`src/rtl/rtccal_pkg.sv`:
```
package rtccal_pkg;

   localparam int unsigned CYCLE_MINUTES = 64;
   localparam int unsigned MAG_W         = 5;

   typedef struct packed {
      logic             speed_up;
      logic [MAG_W-1:0] mag;
   } cal_word_t;

   typedef enum logic [1:0] {
      SEC_NOMINAL = 2'd0,
      SEC_SHORT   = 2'd1,
      SEC_LONG    = 2'd2
   } sec_len_e;

endpackage

```
`src/rtl/rtccal_prescaler.sv`:
```
module rtccal_prescaler
   import rtccal_pkg::*;
#(
   parameter int unsigned DIV_W = 15
) (
   input  logic     clk,
   input  logic     rst_n,
   input  logic     adv_i,
   input  logic     clear_i,
   input  sec_len_e len_sel_i,
   output logic     wrap_o,
   output logic     ft_phase_o
);
   localparam int unsigned CNT_W     = DIV_W + 1;
   localparam int unsigned NOM       = 1 << DIV_W;
   localparam int unsigned SHORT_CUT = NOM / 128;
   localparam int unsigned LONG_ADD  = NOM / 256;
   localparam int unsigned FT_BIT    = DIV_W - 10;

   logic [CNT_W-1:0] cnt_q;
   logic [CNT_W-1:0] term;

   always_comb begin
      unique case (len_sel_i)
         SEC_SHORT: term = CNT_W'(NOM - SHORT_CUT - 1);
         SEC_LONG:  term = CNT_W'(NOM + LONG_ADD - 1);
         default:   term = CNT_W'(NOM - 1);
      endcase
   end

   assign wrap_o     = adv_i & (cnt_q == term);
   assign ft_phase_o = cnt_q[FT_BIT];

   always_ff @(posedge clk or negedge rst_n) begin
      if (!rst_n) begin
         cnt_q <= '0;
      end else if (clear_i) begin
         cnt_q <= '0;
      end else if (adv_i) begin
         cnt_q <= wrap_o ? '0 : cnt_q + CNT_W'(1);
      end
   end

endmodule

```
`src/rtl/rtccal_schedule.sv`:
```
module rtccal_schedule
   import rtccal_pkg::*;
#(
   parameter int unsigned SEC_PER_MIN = 60
) (
   input  logic      clk,
   input  logic      rst_n,
   input  logic      clear_i,
   input  logic      sec_wrap_i,
   input  cal_word_t cal_i,
   output sec_len_e  len_sel_o,
   output logic      min_wrap_o
);
   localparam int unsigned MPOS_W   = $clog2(CYCLE_MINUTES);
   localparam int unsigned LAST_MIN = CYCLE_MINUTES - 1;

   logic              first_sec;
   logic [MPOS_W-1:0] mpos_q;
   cal_word_t         cal_q;
   logic              adjust;

   generate
      if (SEC_PER_MIN == 1) begin : g_one_sec
         assign first_sec  = 1'b1;
         assign min_wrap_o = sec_wrap_i;
      end else begin : g_sec_cnt
         localparam int unsigned SEC_W = $clog2(SEC_PER_MIN);
         logic [SEC_W-1:0] sec_q;
         logic             sec_last;

         assign sec_last   = (sec_q == SEC_W'(SEC_PER_MIN - 1));
         assign first_sec  = (sec_q == '0);
         assign min_wrap_o = sec_wrap_i & sec_last;

         always_ff @(posedge clk or negedge rst_n) begin
            if (!rst_n) begin
               sec_q <= '0;
            end else if (clear_i) begin
               sec_q <= '0;
            end else if (sec_wrap_i) begin
               sec_q <= sec_last ? '0 : sec_q + SEC_W'(1);
            end
         end
      end
   endgenerate

   always_ff @(posedge clk or negedge rst_n) begin
      if (!rst_n) begin
         mpos_q <= '0;
         cal_q  <= '0;
      end else if (clear_i) begin
         mpos_q <= '0;
         cal_q  <= cal_i;
      end else if (min_wrap_o) begin
         mpos_q <= (mpos_q == MPOS_W'(LAST_MIN)) ? '0 : mpos_q + MPOS_W'(1);
         cal_q  <= cal_i;
      end
   end

   assign adjust = first_sec & (mpos_q < {cal_q.mag, 1'b0});

   always_comb begin
      if (!adjust)            len_sel_o = SEC_NOMINAL;
      else if (cal_q.speed_up) len_sel_o = SEC_SHORT;
      else                    len_sel_o = SEC_LONG;
   end

endmodule

```
`src/rtl/rtccal_freq_test.sv`:
```
module rtccal_freq_test (
   input  logic phase_i,
   input  logic stop_i,
   input  logic ft_en_i,
   input  logic afe_i,
   input  logic wds_i,
   input  logic wd_zero_i,
   output logic ft_o
);
   logic allow;

   assign allow = ~stop_i & ft_en_i & ~afe_i & (~wds_i | wd_zero_i);
   assign ft_o  = allow & phase_i;

endmodule

```
`src/rtl/cal_second_divider.sv`:
```
module cal_second_divider
   import rtccal_pkg::*;
#(
   parameter int unsigned DIV_W       = 15,
   parameter int unsigned SEC_PER_MIN = 60
) (
   input  logic       clk,
   input  logic       rst_n,
   input  logic       osc_en,
   input  logic       stop_osc,
   input  logic [5:0] cal_cfg,
   input  logic       ft_en,
   input  logic       alarm_irq_en,
   input  logic       wd_steer,
   input  logic       wd_zero,
   input  logic       div_clear,
   output logic       sec_tick,
   output logic       min_strobe,
   output logic       ft_out
);
   generate
      if (DIV_W < 10 || DIV_W > 24) begin : g_bad_div_w
         $error("DIV_W must lie between 10 and 24");
      end
      if (SEC_PER_MIN < 1) begin : g_bad_spm
         $error("SEC_PER_MIN must be at least 1");
      end
   endgenerate

   cal_word_t cal_in;
   sec_len_e  len_sel;
   logic      adv;
   logic      sec_wrap;
   logic      min_wrap;
   logic      ft_phase;
   logic      sec_tick_q;
   logic      min_strobe_q;

   assign cal_in = cal_word_t'(cal_cfg);
   assign adv    = osc_en & ~stop_osc & ~div_clear;

   rtccal_prescaler #(.DIV_W(DIV_W)) u_pre (
      .clk        (clk),
      .rst_n      (rst_n),
      .adv_i      (adv),
      .clear_i    (div_clear),
      .len_sel_i  (len_sel),
      .wrap_o     (sec_wrap),
      .ft_phase_o (ft_phase)
   );

   rtccal_schedule #(.SEC_PER_MIN(SEC_PER_MIN)) u_sched (
      .clk        (clk),
      .rst_n      (rst_n),
      .clear_i    (div_clear),
      .sec_wrap_i (sec_wrap),
      .cal_i      (cal_in),
      .len_sel_o  (len_sel),
      .min_wrap_o (min_wrap)
   );

   rtccal_freq_test u_ft (
      .phase_i   (ft_phase),
      .stop_i    (stop_osc),
      .ft_en_i   (ft_en),
      .afe_i     (alarm_irq_en),
      .wds_i     (wd_steer),
      .wd_zero_i (wd_zero),
      .ft_o      (ft_out)
   );

   always_ff @(posedge clk or negedge rst_n) begin
      if (!rst_n) begin
         sec_tick_q   <= 1'b0;
         min_strobe_q <= 1'b0;
      end else begin
         sec_tick_q   <= sec_wrap;
         min_strobe_q <= min_wrap;
      end
   end

   assign sec_tick   = sec_tick_q;
   assign min_strobe = min_strobe_q;

endmodule

```
`config.mk`:
```
export PLATFORM = sky130hd
export DESIGN_NAME = cal_second_divider
export DESIGN_NICKNAME = d
export VERILOG_FILES = /design/src/rtl/rtccal_pkg.sv /design/src/rtl/rtccal_prescaler.sv /design/src/rtl/rtccal_schedule.sv /design/src/rtl/rtccal_freq_test.sv /design/src/rtl/cal_second_divider.sv
export SDC_FILE = /design/constraint.sdc
export NUM_CORES = 1
export LEC_CHECK = 0
export BUFFER_PORTS_ARGS = -buffer_cell sky130_fd_sc_hd__buf_2
export CORE_MARGIN = 4
export CORE_UTILIZATION = 50
export DETAILED_ROUTE_END_ITERATION = 6
export PLACE_DENSITY = 0.69
export SYNTH_ARGS = -nofsm -noshare
export SYNTH_HDL_FRONTEND = slang
export SYNTH_SLANG_ARGS = --single-unit
```
`constraint.sdc`:
```
create_clock -name clk -period 5.9 [get_ports clk]
set_input_delay 1.18 -clock clk [delete_from_list [all_inputs] [get_ports clk]]
set_output_delay 1.18 -clock clk [all_outputs]
set_load 0.005 [all_outputs]
```
==> results of run 1 <==
final timing paths:
kind | from | end | cells past startpoint | slack [ns]
max | ft_en | ft_out | 4 | 2.91
min | u_sched.cal_q[0] | u_sched.cal_q[0] | 1 | 0.50
max reg2reg | u_sched.mpos_q[3] | u_sched.cal_q[0] | 7 | 3.24
min reg2reg | u_sched.cal_q[0] | u_sched.cal_q[0] | 1 | 0.50
max in group asynchronous | rst_n | u_sched.g_sec_cnt.sec_q[1] | 1 | 4.42
min in group asynchronous | rst_n | u_sched.cal_q[4] | 1 | 0.97
metrics by stage:
step	setup slack, ns	area [um^2]	cells	hold slack [ns]	utilization
final	2.91	2300	290	0.498	0.574
after CTS	2.89	2300	290	0.501	0.574
after global placement	2.70	2170	282	0.480	0.542
after floorplan	3.05	2060	223	0.471	-
after global routing	2.70	2300	290	0.513	0.574
after detailed placement	2.63	2170	282	0.486	0.542
power by group:
part / switching, uW / leakage [uW] / internal (uW)
clock network: 88.6 / 0.0000645 / 149
registers: 4.49 / 0.000487 / 252
logic: 19.0 / 0.000417 / 13.3
total: 112 / 0.000968 / 415
cell usage in the layout (no fill, tap or decap), drive strengths merged, types with 2 or more instances in the layout:
cell type  netlist  layout
nand4           11      11
mux2i            2       2
xnor2            4       4
and3             2       2
and2             3       3
o21a             2       2
nand4b           4       4
o21ai           13      13
or4              5       5
ha               8       8
buf              2      18
nand3           14      14
nor2b            3       3
nor4             3       3
dfrtp           36      36
xor2             8       8
inv              9       9
a21oi           16      16
mux2             8       8
o31ai            4       4
nor3             3       3
and4             2       2
nand2           17      17
clkbuf           7       7
nor2            25      25
routing by layer:
layer / routed length (um) / track usage / share of wire
met5: 0 / 0 / 0
met4: 46 / 0.0605 / 0.010
met3: 200 / 0.0512 / 0.046
met2: 1980 / 0.297 / 0.45
met1: 2160 / 0.275 / 0.49
cell type report:
class / count / area [um^2]
fillers: 345 / 1700
multi-input cells: 168 / 1080
flip-flops and latches: 36 / 901
clock buffers: 7 / 96.3
repair buffers: 18 / 92.6
well taps: 50 / 62.6
inverters: 10 / 37.5
clock inverters: 1 / 30.0
cells by family (layout without fill, tap and decap cells):
| group | count (synthesis) | after routing | share of synthesized area |
|---|---|---|---|
| xor+xnor | 12 | 12 | 0.0511 |
| fa+ha+maj | 8 | 8 | 0.0487 |
| flops | 36 | 36 | 0.438 |
| mux | 10 | 10 | 0.0535 |
| simple gates | 97 | 97 | 0.251 |
| compound gates | 41 | 41 | 0.119 |
| buf+inv | 19 | 36 | 0.0389 |
registers in the layout, indices dropped and copies added (netlist names):
name                     flops
u_sched.mpos_q               6
min_strobe                   1
u_sched.g_sec_cnt.sec_q      6
u_sched.cal_q                6
sec_tick                     1
u_pre.cnt_q                 16
worst max-delay path: stages:
cell	delay (ns)
buf_2	0.07
nand2_1	0.04
a2111oi_0	0.34
buf_2	0.18
==> reports/qor_table.md, run 1 <==
| Group | Item | This run |
|---|---|---|
| placement | Routability-driven placement congestion ratio | 0.835 |
| drt | Total via count in the routed design | 1,669 |
| sta | Fmax | 334 MHz |
| logic synthesis | Netlist area before placement | 2060 um^2 |
| logic synthesis | Number of enable flip-flop cells after synthesis | 0 |
| clock network | CTS resizes | 0 |
| pwr | Peak supply drop | 172 uV |
| clock network | Deepest clock path buffer count | 2 |
| logic synthesis | Number of instances in the synthesized netlist | 223 |
| clock network | Maximum level of the CTS H-tree | 2 |
| logic synthesis | Post-Synthesis Net Count | 246 |
| worst setup path | Worst setup SP type | input port |
| sta | Count of final setup violators | 0 |
| logic synthesis | Cell variety after synth | 41 |
| clock network | Number of clock sinks | 36 |
| logic synthesis | Leading area contributor after synthesis | dfrtp_1 |
| floorplan | Total number of placement rows | 23 |
| sta | Remaining max-slew budget at the tightest pin | 0.414 |
| logic synthesis | Post-synthesis average cell area | 9.22 um^2 |
| logic synthesis | Seq cells post-synth | 36 |
| drt | Remaining antenna violation count after routing | 0 |
| finish | Fraction of final layout cells with drive strength greater than 1 | 0.163 |
| global routing | Total congestion overflow after global routing | 0 |
| clock network | CTS Hold Buffers Added | 0 |
| finish | Layout overhead on the synthesized area | 11.6% |
| logic synthesis | Total of warnings raised by yosys | 0 |
| clock network | Total setup buffers inserted after CTS | 0 |
| worst setup path | Worst Setup End Kind | primary output |
| min path | Hold Path Class | register to register |
| run status | Status | completed |
| floorplan | Area of the die | 5200 um^2 |
| clock network | Cts bufs inserted | 5 |
| placement | Count of buffers from port buffering | 17 |
| drt | Via/cell ratio | 5.76 |
| pwr | Leak pwr | 0.000968 uW |
| run | Number of max-capacitance violations reported | 0 |
| worst setup path | WS Path Type | input port to primary output |
| drt | First-iteration detailed-routing DRC count | 70 |
| sta | Time the worst path needs with I/O delays and setup | 2.99 ns |
| pwr | Cell area power density | 230 nW/um^2 |
| global routing | Wire length of the first global-routing pass | 7.93 mm |
| logic synthesis | Leading post-synthesis cells by instance count | dfrtp_1, nor2_1, nand2_1 |
| sta | Worst Skew | 0.00813 ns |
| logic synthesis | Register area share after synthesis | 0.438 |
| global routing | Via count of the first global-routing pass | 1,674 |
| logic synthesis | Most common cell in the netlist | dfrtp_1 |
| floorplan | Core ar. | 4000 um^2 |
| global routing | Total track usage | 0.196 |
| drt | Residual DRC | 0 |
| clock network | Clock tree from TritonCTS | built |
| sta | Unrepaired setup endpoints after global routing | false |
| placement | Post-DP HPWL | 3.05 mm |
| clock network | CTS root buf | clkbuf_8 |
| finish | Net count, final | 262 |
| logic synthesis | Largest cells by area after synthesis | dfrtp_1, ha_1, mux2_2, nor2_1, a21oi_1 |
| sta | Period Utilization, post-route | 0.507 |
| floorplan | Effective utilization at floorplan | 0.514 |
| logic synthesis | Async set or reset register ratio after synthesis | 1.00 |
| sta | Setup Total Neg Slack | 0 ns |
| clock network | Clock latency at the later pin of the worst-skew pair | 0.29 ns |
| floorplan | Vert. Die Dim | 72.1 um |
| worst setup path | CP max FO | 1 |
| drt | Detailed-route wire length per cell | 15.1 um |
| sta | Transition time at the pin with the least slew margin | 0.873 ns |
| logic synthesis | Post-synth top flop | dfrtp_1 |
| floorplan | Die X-Extent | 72.1 um |
| floorplan | Number of top-level pins | 18 |
| global routing | Antenna violations before repair | 0 |
| global routing | Largest net degree at the start of global routing | 37 |
| clock network | CTS clock-pin slew for the worst setup and hold paths | 0.07 ns |
| sta | Max-slew violation total from the final report | 0 |
| worst setup path | Required time of the critical path | 4.72 ns |
| drt | Total iterations of the first detailed-routing run | 4 |
| finish | Ant diodes | 0 |
| logic synthesis | Top cell type's share of synthesized area | 0.438 |
| worst setup path | Data arrival at the endpoint of the critical path | 1.81 ns |
| pwr | Overall Power | 527 uW |
| drt | Final Routed Wirelength | 4.39 mm |
| sta | Final hold vios | 0 |
Power figures use the tool's default switching activity.
==> inputs of run 2 (changes only) <==
clock period = 2.83 ns   (was 5.9 ns; I/O delays follow)
==> run 2 against run 1 <==
Total power up 100%. Utilization is 0.75 points higher. Routed wire length decreased by 2.1%. Clock power grew 93%. Critical path depth is 3 higher. Final cell count increased by 2.1%. Flip-flop and latch count unchanged. Critical path type is now register to register. Largest cell class unchanged.
==> reports/qor_table.md, run 2 (synthesized netlist as in run 1, its figures left out) <==
| Group | Item | This run | Change |
|---|---|---|---|
| run status | Status | completed |  |
| finish | Area taken by flip-flops and latches | 901 um^2 | unchanged |
| finish | Number of flip-flops in the largest register | 16 | unchanged |
| sta | Period Utilization, post-route | 0.899 |  |
| worst setup path | Number of cells on the worst reg-to-reg path | 7 | unchanged |
| pwr | Peak supply drop | 409 uV | +140% |
| worst setup path | Setup slack on the worst flop-to-flop path | 0.28 ns | -2.96 ns |
| worst setup path | Endpoint of the most critical register-to-register path | u_sched.cal_q[4] |  |
| sta | Worst Skew | 0.00347 ns | -0.00466 ns |
| drt | Final Routed Wirelength | 4.30 mm | -2.1% |
| finish | Fraction of final layout cells with drive strength greater than 1 | 0.183 | +0.0204 |
| global routing | Wire length of the first global-routing pass | 7.79 mm | -1.7% |
| worst setup path | Reg2reg start | u_sched.mpos_q[3] |  |
| clock network | Deepest clock path buffer count | 2 | unchanged |
| clock network | CTS resizes | 0 | unchanged |
| clock network | Cts bufs inserted | 5 | unchanged |
| floorplan | Effective utilization at floorplan | 0.514 | unchanged |
| clock network | CTS Hold Buffers Added | 0 | unchanged |
| global routing | Antenna violations before repair | 0 | unchanged |
| worst setup path | Worst setup SP type | register |  |
| drt | Detailed-route wire length per cell | 14.5 um | -4.1% |
| clock network | Number of clock sinks | 36 | unchanged |
| pwr | Design internal power | 818 uW | +97% |
| worst setup path | Worst Setup End Kind | register |  |
| floorplan | Vert. Die Dim | 72.1 um | unchanged |
| worst setup path | Setup crit start | u_sched.mpos_q[3] |  |
| drt | Residual DRC | 0 | unchanged |
| finish | Leading cell types in the layout, fill and taps excluded | dfrtp_1, nor2_1, nand2_1, buf_2, a21oi_1 |  |
| clock network | Clock tree from TritonCTS | built |  |
| sta | Unrepaired setup endpoints after global routing | false |  |
| min path | Hold Path Class | input port to asynchronous set/reset pin |  |
| placement | Post-DP HPWL | 3.00 mm | -1.6% |
| worst setup path | WS Path Type | register to register |  |
| clock network | CTS clock-pin slew for the worst setup and hold paths | 0.08 ns | about the same |
| sta | Max-slew violation total from the final report | 0 | unchanged |
| sta | Time the worst path needs with I/O delays and setup | 2.55 ns |  |
| drt | Via/cell ratio | 5.65 | -1.8% |
| sta | Fmax | 393 MHz |  |
| pwr | Fraction of power consumed by combinational cells | 0.067 | +0.006 |
| floorplan | Core ar. | 4000 um^2 | unchanged |
| drt | Total iterations of the first detailed-routing run | 4 | unchanged |
| clock network | Maximum level of the CTS H-tree | 2 | unchanged |
| placement | Cells after DPL | 288 | +2.1% |
| pwr | Switching pwr | 249 uW | +120% |
| floorplan | Area of the die | 5200 um^2 | unchanged |
| drt | Remaining antenna violation count after routing | 0 | unchanged |
| floorplan | Total number of placement rows | 23 | unchanged |
| finish | Largest reg by FF count | u_pre.cnt_q |  |
| run | Number of max-capacitance violations reported | 0 | unchanged |
| pwr | Cell area power density | 459 nW/um^2 | +100% |
| finish | Fillcell total | 367 | +6.4% |
| finish | Area of the multi-input gates | 1080 um^2 | unchanged |
| worst setup path | Data arrival at the endpoint of the critical path | 2.73 ns | +0.92 ns |
| finish | Most common cell after layout, fill and taps aside | dfrtp_1 |  |
| clock network | Clock latency at the later pin of the worst-skew pair | 0.30 ns | about the same |
| global routing | Via count of the first global-routing pass | 1,720 | +2.7% |
| floorplan | Number of top-level pins | 18 | unchanged |
| placement | Routability-driven placement congestion ratio | 0.863 | +3.4% |
| sta | Transition time at the pin with the least slew margin | 0.786 ns | -0.0873 ns |
| finish | Ant diodes | 0 | unchanged |
| drt | Total via count in the routed design | 1,673 | +0.24% |
| finish | Net count, final | 268 | +2.3% |
| sta | Setup Total Neg Slack | 0 ns | unchanged |
| worst setup path | CP max FO | 7 | +6 |
| clock network | Total setup buffers inserted after CTS | 0 | unchanged |
| sta | Remaining max-slew budget at the tightest pin | 0.476 | +0.0621 |
| pwr | Leak pwr | 0.000987 uW | +1.9% |
| global routing | Total congestion overflow after global routing | 0 | unchanged |
| placement | Count of buffers from port buffering | 17 | unchanged |
| drt | First-iteration detailed-routing DRC count | 126 | +80% |
| global routing | Total track usage | 0.190 | -0.00621 |
| sta | Final hold vios | 0 | unchanged |
| clock network | CTS root buf | clkbuf_8 |  |
| sta | Count of final setup violators | 0 | unchanged |
| finish | Final cell count without fillers | 296 | +2.1% |
| floorplan | Die X-Extent | 72.1 um | unchanged |
| pwr | Switching power as a share of total power | 0.233 | +0.0207 |
| global routing | Largest net degree at the start of global routing | 37 | unchanged |
| worst setup path | Required time of the critical path | 3.01 ns | -1.71 ns |
| pwr | Sequential power share | 0.503 | +0.015 |
| finish | Layout overhead on the synthesized area | 13.1% |  |
| pwr | Clock power share | 0.430 | -0.021 |
run 2: cell count changes in the layout (fill, tap and decap cells not counted), sizes merged:
cell / previous run / this run
buf: 18 / 24
clkbuf: 7 / 5
clkinv: 1 / 2
clkinvlp: 0 / 1
run 2: per-layer routing:
metal | up-vias | track usage | wire length (um)
met1 | 793 | 0.258 | 2080
met4 | 0 | 0.0814 | 44
met3 | 4 | 0.0388 | 227
met5 | - | 0 | 0
met2 | 29 | 0.294 | 1950
li1 | 847 | - | -
run 2: worst max path at each step:
stage / endpoint / slack (ns) / cells after the start
2_1_floorplan: u_sched.cal_q[0] / 0.54 / 7
3_3_place_gp: u_sched.cal_q[0] / 0.36 / 7
3_5_place_dp: u_sched.cal_q[4] / 0.30 / 7
4_1_cts: u_sched.cal_q[4] / 0.28 / 7
5_1_grt: u_sched.cal_q[4] / 0.11 / 7
6_report: u_sched.cal_q[4] / 0.28 / 7
run 2: power groups by stage:
| stage | clock, uW | combinational (uW) | sequential (uW) |
|---|---|---|---|
| global route | 487 | 82.1 | 537 |
| finish | 459 | 71.6 | 536 |
| floorplan | 0 | 41.9 | 543 |
| global placement | 0 | 72.8 | 546 |
| CTS | 464 | 73.1 | 536 |
| detailed placement | 0 | 73.2 | 546 |
run 2: per-stage QoR:
stage               total power, uW  area (um^2)  hold WS, ns  utilization  setup slack (ns)
floorplan                       585         2060        0.270            -             0.535
detailed placement              619         2210        0.497        0.554             0.302
finish                         1070         2330        0.346        0.581             0.285
global route                   1110         2330        0.417        0.581             0.105
global placement                618         2210        0.481        0.554             0.363
CTS                            1070         2330        0.379        0.581             0.283
run 2: worst max-delay path: stages (launching register included):
cell and delay, ns:
dfrtp_1 0.42, ha_1 0.31, a21oi_1 0.12, o21ai_0 0.12, a31oi_2 0.25, mux2_2 0.44
a21oi_2 0.39, mux2_2 0.39
run 2: final cells by class:
cell class                 count  area share
sequential                    36       0.387
clock inverter                 3      0.0183
tap                           50      0.0269
inverter                      10      0.0161
multi-input combinational    168       0.463
clock buffer                   5      0.0296
timing repair buffer          24      0.0592
